### src/rtl/twb_pkg.sv
package twb_pkg;
  typedef enum logic [2:0] {
    ST_IDLE,
    ST_ADDR,
    ST_AACK,
    ST_WBYTE,
    ST_WACK,
    ST_RBYTE,
    ST_RACK
  } twb_state_e;
endpackage

### src/rtl/twb_filter.sv
module twb_filter #(
  parameter int SYNC = 2,
  parameter int WIN  = 3
) (
  input  logic clk,
  input  logic rst,
  input  logic raw,
  output logic filt
);
  logic [SYNC-1:0] sync_q;
  logic [WIN-1:0]  win_q;

  always_ff @(posedge clk) begin
    if (rst) begin
      sync_q <= '1;
      win_q  <= '1;
      filt   <= 1'b1;
    end else begin
      sync_q <= {sync_q[SYNC-2:0], raw};
      win_q  <= {win_q[WIN-2:0], sync_q[SYNC-1]};
      if (&win_q)
        filt <= 1'b1;
      else if (~|win_q)
        filt <= 1'b0;
    end
  end
endmodule

### src/rtl/twb_cond.sv
module twb_cond (
  input  logic clk,
  input  logic rst,
  input  logic ck,
  input  logic dt,
  output logic start_p,
  output logic stop_p,
  output logic rise_p,
  output logic fall_p
);
  logic ck_q, dt_q;

  always_ff @(posedge clk) begin
    if (rst) begin
      ck_q <= 1'b1;
      dt_q <= 1'b1;
    end else begin
      ck_q <= ck;
      dt_q <= dt;
    end
  end

  always_comb begin
    start_p = ck & ck_q & dt_q & ~dt;
    stop_p  = ck & ck_q & ~dt_q & dt;
    rise_p  = ck & ~ck_q;
    fall_p  = ~ck & ck_q;
  end
endmodule

### src/rtl/twb_engine.sv
module twb_engine
  import twb_pkg::*;
#(
  parameter int          DW       = 8,
  parameter logic [DW-2:0] SLV_ADDR = 7'h52
) (
  input  logic          clk,
  input  logic          rst,
  input  logic          dt,
  input  logic          start_p,
  input  logic          stop_p,
  input  logic          rise_p,
  input  logic          fall_p,
  input  logic [DW-1:0] rdata,
  output logic          pull,
  output logic          wr,
  output logic [DW-1:0] ptr,
  output logic [DW-1:0] wdata,
  output logic          bus_free
);
  localparam int CW = $clog2(DW + 1);
  localparam logic [CW-1:0] LAST = CW'(DW);

  twb_state_e    state;
  logic [CW-1:0] cnt;
  logic [DW-1:0] sh;
  logic [DW-1:0] tx;
  logic          rd_q;
  logic          ptr_set;

  always_ff @(posedge clk) begin
    if (rst) begin
      state    <= ST_IDLE;
      cnt      <= '0;
      sh       <= '0;
      tx       <= '0;
      rd_q     <= 1'b0;
      ptr_set  <= 1'b0;
      pull     <= 1'b0;
      wr       <= 1'b0;
      ptr      <= '0;
      wdata    <= '0;
      bus_free <= 1'b1;
    end else begin
      wr <= 1'b0;
      if (wr)
        ptr <= ptr + 1'b1;
      if (stop_p) begin
        state    <= ST_IDLE;
        bus_free <= 1'b1;
        pull     <= 1'b0;
      end else if (start_p) begin
        pull <= 1'b0;
        cnt  <= '0;
        if (bus_free) begin
          state    <= ST_ADDR;
          bus_free <= 1'b0;
        end else begin
          state <= ST_IDLE;
        end
      end else begin
        unique case (state)
          ST_IDLE: ;
          ST_ADDR: begin
            if (rise_p) begin
              sh  <= {sh[DW-2:0], dt};
              cnt <= cnt + 1'b1;
            end else if (fall_p && cnt == LAST) begin
              cnt <= '0;
              if (sh[DW-1:1] == SLV_ADDR) begin
                pull    <= 1'b1;
                rd_q    <= sh[0];
                ptr_set <= 1'b0;
                state   <= ST_AACK;
              end else begin
                state <= ST_IDLE;
              end
            end
          end
          ST_AACK: begin
            if (fall_p) begin
              if (rd_q) begin
                tx    <= rdata;
                pull  <= ~rdata[DW-1];
                state <= ST_RBYTE;
              end else begin
                pull  <= 1'b0;
                state <= ST_WBYTE;
              end
            end
          end
          ST_WBYTE: begin
            if (rise_p) begin
              sh  <= {sh[DW-2:0], dt};
              cnt <= cnt + 1'b1;
            end else if (fall_p && cnt == LAST) begin
              cnt   <= '0;
              pull  <= 1'b1;
              state <= ST_WACK;
              if (ptr_set) begin
                wr    <= 1'b1;
                wdata <= sh;
              end else begin
                ptr     <= sh;
                ptr_set <= 1'b1;
              end
            end
          end
          ST_WACK: begin
            if (fall_p) begin
              pull  <= 1'b0;
              state <= ST_WBYTE;
            end
          end
          ST_RBYTE: begin
            if (rise_p) begin
              cnt <= cnt + 1'b1;
            end else if (fall_p) begin
              if (cnt == LAST) begin
                cnt   <= '0;
                pull  <= 1'b0;
                ptr   <= ptr + 1'b1;
                state <= ST_RACK;
              end else begin
                tx   <= {tx[DW-2:0], 1'b0};
                pull <= ~tx[DW-2];
              end
            end
          end
          ST_RACK: begin
            if (rise_p) begin
              if (dt)
                state <= ST_IDLE;
            end else if (fall_p) begin
              tx    <= rdata;
              pull  <= ~rdata[DW-1];
              state <= ST_RBYTE;
            end
          end
          default: state <= ST_IDLE;
        endcase
      end
    end
  end
endmodule

### src/rtl/twb_slave.sv
module twb_slave #(
  parameter int            DW          = 8,
  parameter logic [DW-2:0] SLV_ADDR    = 7'h52,
  parameter int            SYNC_STAGES = 2,
  parameter int            FILT_LEN    = 3
) (
  input  logic          clk,
  input  logic          rst,
  input  logic          line_ck_i,
  input  logic          line_dt_i,
  output logic          line_dt_pull,
  output logic          reg_wr,
  output logic [DW-1:0] reg_ptr,
  output logic [DW-1:0] reg_wdata,
  input  logic [DW-1:0] reg_rdata
);
  localparam int NLINES = 2;

  logic [NLINES-1:0] raw_v;
  logic [NLINES-1:0] filt_v;
  logic ck_f, dt_f;
  logic start_p, stop_p, rise_p, fall_p;
  logic bus_free;

  assign raw_v = {line_dt_i, line_ck_i};
  assign ck_f  = filt_v[0];
  assign dt_f  = filt_v[1];

  for (genvar g = 0; g < NLINES; g++) begin : g_line
    twb_filter #(.SYNC(SYNC_STAGES), .WIN(FILT_LEN)) u_filt (
      .clk  (clk),
      .rst  (rst),
      .raw  (raw_v[g]),
      .filt (filt_v[g])
    );
  end

  twb_cond u_cond (
    .clk     (clk),
    .rst     (rst),
    .ck      (ck_f),
    .dt      (dt_f),
    .start_p (start_p),
    .stop_p  (stop_p),
    .rise_p  (rise_p),
    .fall_p  (fall_p)
  );

  twb_engine #(.DW(DW), .SLV_ADDR(SLV_ADDR)) u_eng (
    .clk      (clk),
    .rst      (rst),
    .dt       (dt_f),
    .start_p  (start_p),
    .stop_p   (stop_p),
    .rise_p   (rise_p),
    .fall_p   (fall_p),
    .rdata    (reg_rdata),
    .pull     (line_dt_pull),
    .wr       (reg_wr),
    .ptr      (reg_ptr),
    .wdata    (reg_wdata),
    .bus_free (bus_free)
  );
endmodule

### config.mk
export PLATFORM = sky130hd
export DESIGN_NAME = twb_slave
export DESIGN_NICKNAME = d
export VERILOG_FILES = /design/src/rtl/twb_pkg.sv /design/src/rtl/twb_filter.sv /design/src/rtl/twb_cond.sv /design/src/rtl/twb_engine.sv /design/src/rtl/twb_slave.sv
export SDC_FILE = /design/constraint.sdc
export NUM_CORES = 1
export LEC_CHECK = 0
export BUFFER_PORTS_ARGS = -buffer_cell sky130_fd_sc_hd__buf_2
export CAP_MARGIN = 40
export CELL_PAD_IN_SITES_DETAIL_PLACEMENT = 1
export CELL_PAD_IN_SITES_GLOBAL_PLACEMENT = 1
export CORE_MARGIN = 5
export CORE_UTILIZATION = 44
export DETAILED_ROUTE_END_ITERATION = 8
export GPL_TIMING_DRIVEN = 0
export PLACE_DENSITY = 0.78
export SYNTH_ARGS = -nofsm -noshare
export SYNTH_HDL_FRONTEND = slang
export SYNTH_HIERARCHICAL = 1
export SYNTH_SLANG_ARGS = --single-unit
### constraint.sdc
create_clock -name clk -period 2.06 [get_ports clk]
set_input_delay 0.206 -clock clk [delete_from_list [all_inputs] [get_ports clk]]
set_output_delay 0.206 -clock clk [all_outputs]
set_load 0.005 [all_outputs]
After elaboration in Yosys (flattened, before gate mapping)
Cells that the tools add are included.

Bits of input ports: 12. Output and inout bits: 18. Logic and storage cells: 160. Register bits after elaboration: 57.

Add/subtract/negate cells: 2. Reduce and logical (&&, ||, !) cells: 24. Bitwise gates (word level): 18. Eq/ne operators: 36. Muxes and demuxes: 61.

Operator list (count): $mux W8 (9); $mux W7 (7); $mux W3 (14); $mux W4 (6); $reduce_and A12 Y1 (2); $pmux W3 S7 (1); $pmux W7 S3 (1); $mux W1 (18); $ne A3 B2 Y1 const B (6); $ne A2 B1 Y1 const B (8); $pmux W8 S2 (1); $ne A2 B2 Y1 const B (6); $ne A4 B3 Y1 const B (3); $reduce_and A6 Y1 (2); $not A1 Y1 (11); $reduce_and A10 Y1 (1); $eq A3 B3 Y1 const B (3); $ne A3 B3 Y1 const B (3); $reduce_or A3 Y1 (3); $add A8 B1 Y8 const B (1); $pmux W4 S2 (1); $reduce_and A8 Y1 (1); $reduce_or A2 Y1 (4); $and A1 B1 Y1 (7); other kinds (19) (22).

Longest topological paths before layout
Depth in word-level cells: 8. Gate-level depth with buffers: 8. Gate-level depth less buffers: 7.

Cells and area by module
Netlist, hierarchy kept.

By module, submodules not included: twb_engine (cells each 309, seq. area each 860.8 um^2, area an instance 2558.7 um^2, times used 1); twb_filter (cells each 15, seq. area each 120.1 um^2, area an instance 170.2 um^2, times used 2); twb_cond (cells each 8, seq. area each 40.0 um^2, area an instance 85.1 um^2, times used 1).

Worst setup path before layout
OpenSTA, ideal clock, no wires.

Path type: register to register. Start: register u_eng.cnt[0]. End: register u_eng.ptr[2]. Cell stages (with the launch flop): 9. Period minus slack after synthesis: 1.848 ns. Slack: 0.212 ns. Path buffers: 1. Arrival time: 1.719 ns. Data required time: 1.931 ns. Library setup time: 0.129 ns. Path through: dfxtp_1 inv_1 ha_1 nand3b_1 or3_1 buf_6 mux2_4 a21oi_2 a211oi_2.

Longest elaborated chain between the ends: 7. Elaborated cells between the ends (all ways): 10. Those cells by class: eq/ne (1); mux (8); reduce/logical (1).

RTL lines: start: declaration (line twb_engine.sv:25) `logic [CW-1:0] cnt;`; start signal: assignment (line twb_engine.sv:67) `cnt <= cnt + 1'b1;`; start signal: assignment (line twb_engine.sv:95) `cnt <= cnt + 1'b1;`; start signal: assignment (line twb_engine.sv:117) `cnt <= cnt + 1'b1;`; $eq A4 B4 Y1 (*) (line twb_engine.sv:96, twb_engine.sv:119); $mux W8 / $logic_and A1 B1 Y1 (equally long branches) (line twb_engine.sv:119, twb_engine.sv:96); $mux W8, on equally long branches (line twb_engine.sv:118, twb_engine.sv:96); $mux W8, on equally long branches (line twb_engine.sv:116, twb_engine.sv:93); $pmux W8 S2 (*) (line twb_engine.sv:62) `unique case (state)`; $mux W8 (*) (line twb_engine.sv:52) `end else if (start_p) begin`; $mux W8 (*) (line twb_engine.sv:48) `if (stop_p) begin`; end signal: assignment (line twb_engine.sv:47) `ptr <= ptr + 1'b1;`; end signal: assignment (line twb_engine.sv:104) `ptr <= sh;`; end signal: assignment (line twb_engine.sv:122) `ptr <= ptr + 1'b1;`; end: declaration (line twb_engine.sv:17) `output logic [DW-1:0] ptr,`.

Every way passes the cells marked *; elsewhere a longest branch is shown, timed or not. A chain may end at the register's enable or synchronous reset.

Final worst setup path
Start: register g_line[0].u_filt.filt. End: register u_eng.state[0].

Elaborated cells between the ends (all ways): 26. Those cells by class: eq/ne (12); mux (3); bitwise (8); reduce/logical (3).

RTL lines: start: declaration (line twb_filter.sv:8) `output logic filt`; start signal: assignment (line twb_filter.sv:17) `filt <= 1'b1;`; start signal: assignment (line twb_filter.sv:22) `filt <= 1'b1;`; start signal: assignment (line twb_filter.sv:24) `filt <= 1'b0;`; $and A1 B1 Y1 (*) (line twb_cond.sv:26) `rise_p = ck & ~ck_q;`; via rise_p (line twb_slave.sv:22) `logic start_p, stop_p, rise_p, fall_p;`; $mux W3 (line twb_engine.sv:131) `if (rise_p) begin`; $pmux W3 S7 (line twb_engine.sv:62); $mux W3 (line twb_engine.sv:52); end signal: assignment (line twb_engine.sv:56) `state <= ST_ADDR;`; end signal: assignment (line twb_engine.sv:133) `state <= ST_IDLE;`; end signal: assignment (line twb_engine.sv:137) `state <= ST_RBYTE;`; end: declaration (line twb_engine.sv:24) `twb_state_e state;`.

Mark *: on every way through the listed nets, which the timed path passes. The rest lies on a longest branch.

==> metrics.txt <==
# TYPE chip_impl_metric gauge
chip_impl_metric{name="tightestPinTransition",unit="ns"} 0.724
chip_impl_info{name="cpMaxStageDelayCell",value="sky130_fd_sc_hd__dfxtp_1"} 1
chip_impl_metric{name="syn-cell-area",unit="sq um"} 2980
chip_impl_metric{name="cp.depth",unit=""} 7
chip_impl_metric{name="grt_pass1_wl",unit="mm"} 13.8
chip_impl_info{name="critical_path.cell_chain",value="nor2b_1 > clkbuf_4 > nor2b_1 > o21ai_0 > a31oi_2 > and3_1 > o311a_1"} 1
chip_impl_info{name="cp-start-kind",value="flop"} 1
chip_impl_metric{name="synth_cell_type_count",unit=""} 65
chip_impl_metric{name="p_clk_share",unit="%"} 51.1
chip_impl_info{name="setup.worst_path.end",value="u_eng/state[0]"} 1
chip_impl_info{name="class_of_the_worst_hold_path",value="in -> reg"} 1
chip_impl_metric{name="initialDrtViolationCount",unit=""} 195
chip_impl_metric{name="tritoncts_num_sinks",unit=""} 57
chip_impl_metric{name="drcViolationCount",unit=""} 0
chip_impl_metric{name="fin_crit_sh",unit="%"} 95.4
chip_impl_metric{name="synthesis.instances",unit=""} 347
chip_impl_metric{name="max_cap_viol_count",unit=""} 0
chip_impl_metric{name="p_total",unit="uW"} 2360
chip_impl_metric{name="worst-endpoint-arrival",unit="ns"} 2.19
chip_impl_metric{name="die_width",unit="um"} 92.4
chip_impl_metric{name="drtAntennaViolNets",unit=""} 0
chip_impl_metric{name="max_freq",unit="MHz"} 509
chip_impl_metric{name="number_of_synthesized_flops_with_an_enable_pin",unit=""} 0
chip_impl_metric{name="cts_inserted_buffers",unit=""} 9
chip_impl_metric{name="fraction_of_layout_cells_with_a_size_suffix_above_1",unit="%"} 20.9
chip_impl_metric{name="worst_ep_required_time",unit="ns"} 2.28
chip_impl_metric{name="cts_max_level",unit=""} 3
chip_impl_metric{name="power.ir.vdd_worst",unit="mV"} 0.470
chip_impl_metric{name="cp.buffers_inverters",unit=""} 1
chip_impl_metric{name="synthToLayoutAreaGrowth",unit="%"} 17.5
chip_impl_info{name="critPathKind",value="reg -> reg"} 1
chip_impl_metric{name="grt_overflow",unit=""} 0
chip_impl_metric{name="vias_per_cell",unit=""} 5.67
chip_impl_info{name="cts_tree",value="done"} 1
chip_impl_metric{name="timing.max_slew.rel_slack",unit="%"} 51.1
chip_impl_metric{name="max_slew_vio_count",unit=""} 0
chip_impl_metric{name="synth-seq-area-share",unit="%"} 38.2
chip_impl_metric{name="largest_net_degree_at_the_start_of_global_routing",unit=""} 19
chip_impl_metric{name="power.switching",unit="uW"} 519
chip_impl_metric{name="cp_max_fo",unit=""} 10
chip_impl_metric{name="asyncSetResetFlopFracSynth",unit="%"} 0
chip_impl_metric{name="static-leakage-power",unit="uW"} 0.00147
chip_impl_metric{name="number_of_storage_elements_in_the_synthesis_netlist",unit=""} 57
chip_impl_metric{name="dieArea",unit="sq um"} 8530
chip_impl_metric{name="antenna-diode-count",unit=""} 0
chip_impl_metric{name="power.share.sequential",unit="%"} 47.0
chip_impl_metric{name="place_ws",unit="ns"} -0.125
chip_impl_metric{name="die_h",unit="um"} 92.4
chip_impl_metric{name="starting_density",unit="%"} 44.7
chip_impl_metric{name="gr-usage-all-layers",unit="%"} 20.4
chip_impl_metric{name="internal-power",unit="uW"} 1840
chip_impl_metric{name="dr.pass1.iters",unit=""} 4
chip_impl_metric{name="max_stage_delay",unit="ns"} 0.43
chip_impl_metric{name="via_count_of_the_first_global_routing_pass",unit=""} 2737
chip_impl_info{name="crit_top_cell",value="sky130_fd_sc_hd__nor2b_1"} 1
chip_impl_metric{name="clkTransAtPathRegs",unit="ns"} 0.07
chip_impl_metric{name="number_of_inserted_filler_cells_in_the_final_layout",unit=""} 801
chip_impl_metric{name="placeableCoreArea",unit="sq um"} 6680
chip_impl_metric{name="syn_avg_cell_area",unit="sq um"} 8.60
chip_impl_info{name="critical_path.endpoint_type",value="flop"} 1
chip_impl_metric{name="number_of_placement_rows",unit=""} 30
chip_impl_metric{name="r2r_setup_slack",unit="ns"} 0.09
chip_impl_info{name="run_status",value="completed"} 1
chip_impl_metric{name="antenna_found_initial",unit=""} 0
chip_impl_metric{name="power_per_cell_area",unit="nW/um^2"} 673
chip_impl_metric{name="place_hpwl",unit="mm"} 5.88
chip_impl_info{name="crit-reg2reg-capture",value="u_eng/state[0]"} 1
chip_impl_metric{name="placement.io_buffers",unit=""} 29
chip_impl_metric{name="setup_viol_count_final",unit=""} 0
chip_impl_metric{name="routed-via-count",unit=""} 2676
chip_impl_metric{name="place_congestion",unit=""} 0.846
chip_impl_metric{name="pwr-share-comb",unit="%"} 1.9
chip_impl_metric{name="routedWlPerCell",unit="um"} 17.5
chip_impl_metric{name="layout_setup_ws",unit="ns"} 0.0939
chip_impl_metric{name="nNetsFinal",unit=""} 402
chip_impl_metric{name="power.share.switching",unit="%"} 22.0
chip_impl_info{name="cp-startpoint",value="g_line[0].u_filt/filt"} 1
chip_impl_info{name="synth_ff_type",value="sky130_fd_sc_hd__dfxtp_1"} 1
chip_impl_metric{name="wl",unit="mm"} 8.26
chip_impl_info{name="critical-path-top-delay-family",value="compound AO/OA/AOI/OAI gates"} 1
chip_impl_info{name="clock_tree.root_cell",value="sky130_fd_sc_hd__clkbuf_8"} 1
chip_impl_metric{name="synth_nets",unit=""} 362
chip_impl_metric{name="finClkSkew",unit="ns"} 0.0100
chip_impl_info{name="rr_startpoint",value="g_line[0].u_filt/filt"} 1
chip_impl_info{name="rsz0062_at_grt",value="true"} 1
chip_impl_metric{name="worstSkewPairLatency",unit="ns"} 0.34
chip_impl_metric{name="timing_hold_violations_final",unit=""} 0
chip_impl_metric{name="synth_warnings",unit=""} 6
chip_impl_metric{name="timing.reg2reg.worst_path_depth",unit=""} 7
chip_impl_metric{name="post-route-min-period",unit="ns"} 1.97
chip_impl_metric{name="ioPinCount",unit=""} 30
chip_impl_metric{name="clk_path_buf_depth",unit=""} 2
-- cells in the final DEF, fill, tap and decap left out, types with 5 or more instances in the layout --
cell                       instances
sky130_fd_sc_hd__nand3_1           7
sky130_fd_sc_hd__a21oi_1          14
sky130_fd_sc_hd__nor2_1           47
sky130_fd_sc_hd__inv_1             9
sky130_fd_sc_hd__a311oi_1          6
sky130_fd_sc_hd__mux2i_1          22
sky130_fd_sc_hd__nand4_1           7
sky130_fd_sc_hd__clkbuf_1          5
sky130_fd_sc_hd__a211oi_1          8
sky130_fd_sc_hd__or2_1             9
sky130_fd_sc_hd__xnor2_1           7
sky130_fd_sc_hd__clkbuf_8         13
sky130_fd_sc_hd__nand2_1          29
sky130_fd_sc_hd__nor3_1           10
sky130_fd_sc_hd__nor2b_1           5
sky130_fd_sc_hd__dfxtp_1          55
sky130_fd_sc_hd__buf_2            34
sky130_fd_sc_hd__o21ai_0          12
-- metal layers --
layer | GRT usage (%) | vias up | routed length [um]
li1 | - | 1313 | -
met1 | 26.6 | 1296 | 3860
met2 | 32.7 | 56 | 3940
met3 | 4.55 | 11 | 344
met4 | 7.67 | 0 | 118
met5 | 0 | - | 0
-- repair_timing --
item	4_1_cts	5_1_grt
hold buffers	0	0
setup buffers	0	0
resized for setup	6	9
setup endpoints to repair	8	14
pin swaps	0	2
-- final cells by class --
type,instances,area (sq um),area share [%]
Timing Repair Buffer,29,145,4.14
Sequential cell,57,1140,32.6
Buffer,19,139,3.96
Clock buffer,10,138,3.92
Multi-Input combinational cell,261,1710,48.9
Clock inverter,6,90.1,2.57
Inverter,10,37.5,1.07
Tap cell,80,100,2.85
-- kinds of logic (layout without fill, tap and decap cells) --
group	count (synthesis)	in the layout	share of synthesized area, %
AND/OR/NAND/NOR	148	148	25.1
AO/OA/AOI/OAI	75	75	18.2
flip-flops	57	57	38.2
buffers and inverters	29	74	5.83
multiplexers	23	23	7.88
XOR/XNOR	11	11	3.23
adder cells (fa/ha/maj)	4	4	1.59
-- worst min-delay path by stage --
stage,end,depth (start not counted),slack (ns),start
after CTS,g_line[0].u_filt/sync_q[0],2,0.03,line_ck_i
after detailed placement,g_line[1].u_filt/sync_q[0],2,0.39,line_dt_i
after floorplan,g_line[0].u_filt/win_q[2],2,0.30,rst
after global routing,g_line[0].u_filt/sync_q[0],2,0.04,line_ck_i
after global placement,g_line[1].u_filt/sync_q[0],2,0.38,line_dt_i
final,g_line[0].u_filt/sync_q[0],2,0.05,line_ck_i
-- state kept, by name, indices dropped and copies added (netlist names), 2 cells and up --
register and count:
g_line.u_filt/filt 2, g_line.u_filt/sync_q 4, g_line.u_filt/win_q 6, u_eng/cnt 4
u_eng/ptr 8, u_eng/sh 8, u_eng/state 3, u_eng/tx 7
u_eng/wdata 8
-- cell usage after synthesis (2+ instances only) --
cell type	n	share of area [%]
sky130_fd_sc_hd__o211ai_1	2	0.50
sky130_fd_sc_hd__inv_1	10	1.3
sky130_fd_sc_hd__or2_2	2	0.42
sky130_fd_sc_hd__xnor2_1	7	2.1
sky130_fd_sc_hd__a21o_1	3	0.75
sky130_fd_sc_hd__clkbuf_1	5	0.63
sky130_fd_sc_hd__buf_4	2	0.50
sky130_fd_sc_hd__a211oi_1	8	2.0
sky130_fd_sc_hd__buf_2	6	1.0
sky130_fd_sc_hd__nor3_1	10	1.7
sky130_fd_sc_hd__o22ai_1	3	0.63
sky130_fd_sc_hd__mux2i_1	22	7.4
sky130_fd_sc_hd__ha_1	3	1.3
sky130_fd_sc_hd__clkbuf_8	3	1.4
sky130_fd_sc_hd__a21oi_1	14	2.3
sky130_fd_sc_hd__nand4_1	7	1.5
sky130_fd_sc_hd__or3_1	3	0.63
sky130_fd_sc_hd__xor2_1	4	1.2
sky130_fd_sc_hd__nand2_1	29	3.6
sky130_fd_sc_hd__o31ai_1	2	0.50
sky130_fd_sc_hd__dfxtp_1	57	38
sky130_fd_sc_hd__nor2b_1	6	1.3
sky130_fd_sc_hd__nand2b_1	4	0.84
sky130_fd_sc_hd__a22oi_1	2	0.50
sky130_fd_sc_hd__buf_6	2	0.75
sky130_fd_sc_hd__or2_1	9	1.9
sky130_fd_sc_hd__nand3b_1	3	0.75
sky130_fd_sc_hd__and4b_1	2	0.67
sky130_fd_sc_hd__a41oi_1	2	0.59
sky130_fd_sc_hd__nor4_1	2	0.42
sky130_fd_sc_hd__nor2_1	48	6.0
sky130_fd_sc_hd__and3_1	3	0.63
sky130_fd_sc_hd__o21a_1	4	1.0
sky130_fd_sc_hd__nand3_1	8	1.3
sky130_fd_sc_hd__o21ai_0	13	2.2
sky130_fd_sc_hd__a31oi_1	3	0.63
sky130_fd_sc_hd__a311oi_1	6	1.8
-- metrics by stage --
stage / instances / hold WS [ns] / TNS, ns / util (%) / area [sq um]
5_1_grt: 472 / 0.0404 / -0.0616 / 52.5 / 3510
3_3_place_gp: 456 / 0.385 / -0.101 / 48.3 / 3230
2_1_floorplan: 347 / 0.298 / 0 / - / 2980
6_report: 472 / 0.0475 / 0 / 52.5 / 3510
3_5_place_dp: 456 / 0.393 / -0.318 / 48.3 / 3230
4_1_cts: 472 / 0.0324 / 0 / 52.0 / 3470
-- worst register-to-register path: cells and delay by family, from the launching register on --
kind / cells / cell delay (ns)
flops: 1 / 0.43
simple gates: 3 / 0.50
compound gates: 3 / 0.67
buf+inv: 1 / 0.26
-- power by group through the flow --
stage / Combinational, uW / Sequential, uW / Clock (uW)
after floorplan: 22.2 / 1130 / 0
after global placement: 45.0 / 1130 / 0
after detailed placement: 46.2 / 1130 / 0
after CTS: 46.4 / 1110 / 1230
after global routing: 50.4 / 1110 / 1300
final: 45.5 / 1110 / 1210
Power figures use the tool's default switching activity.
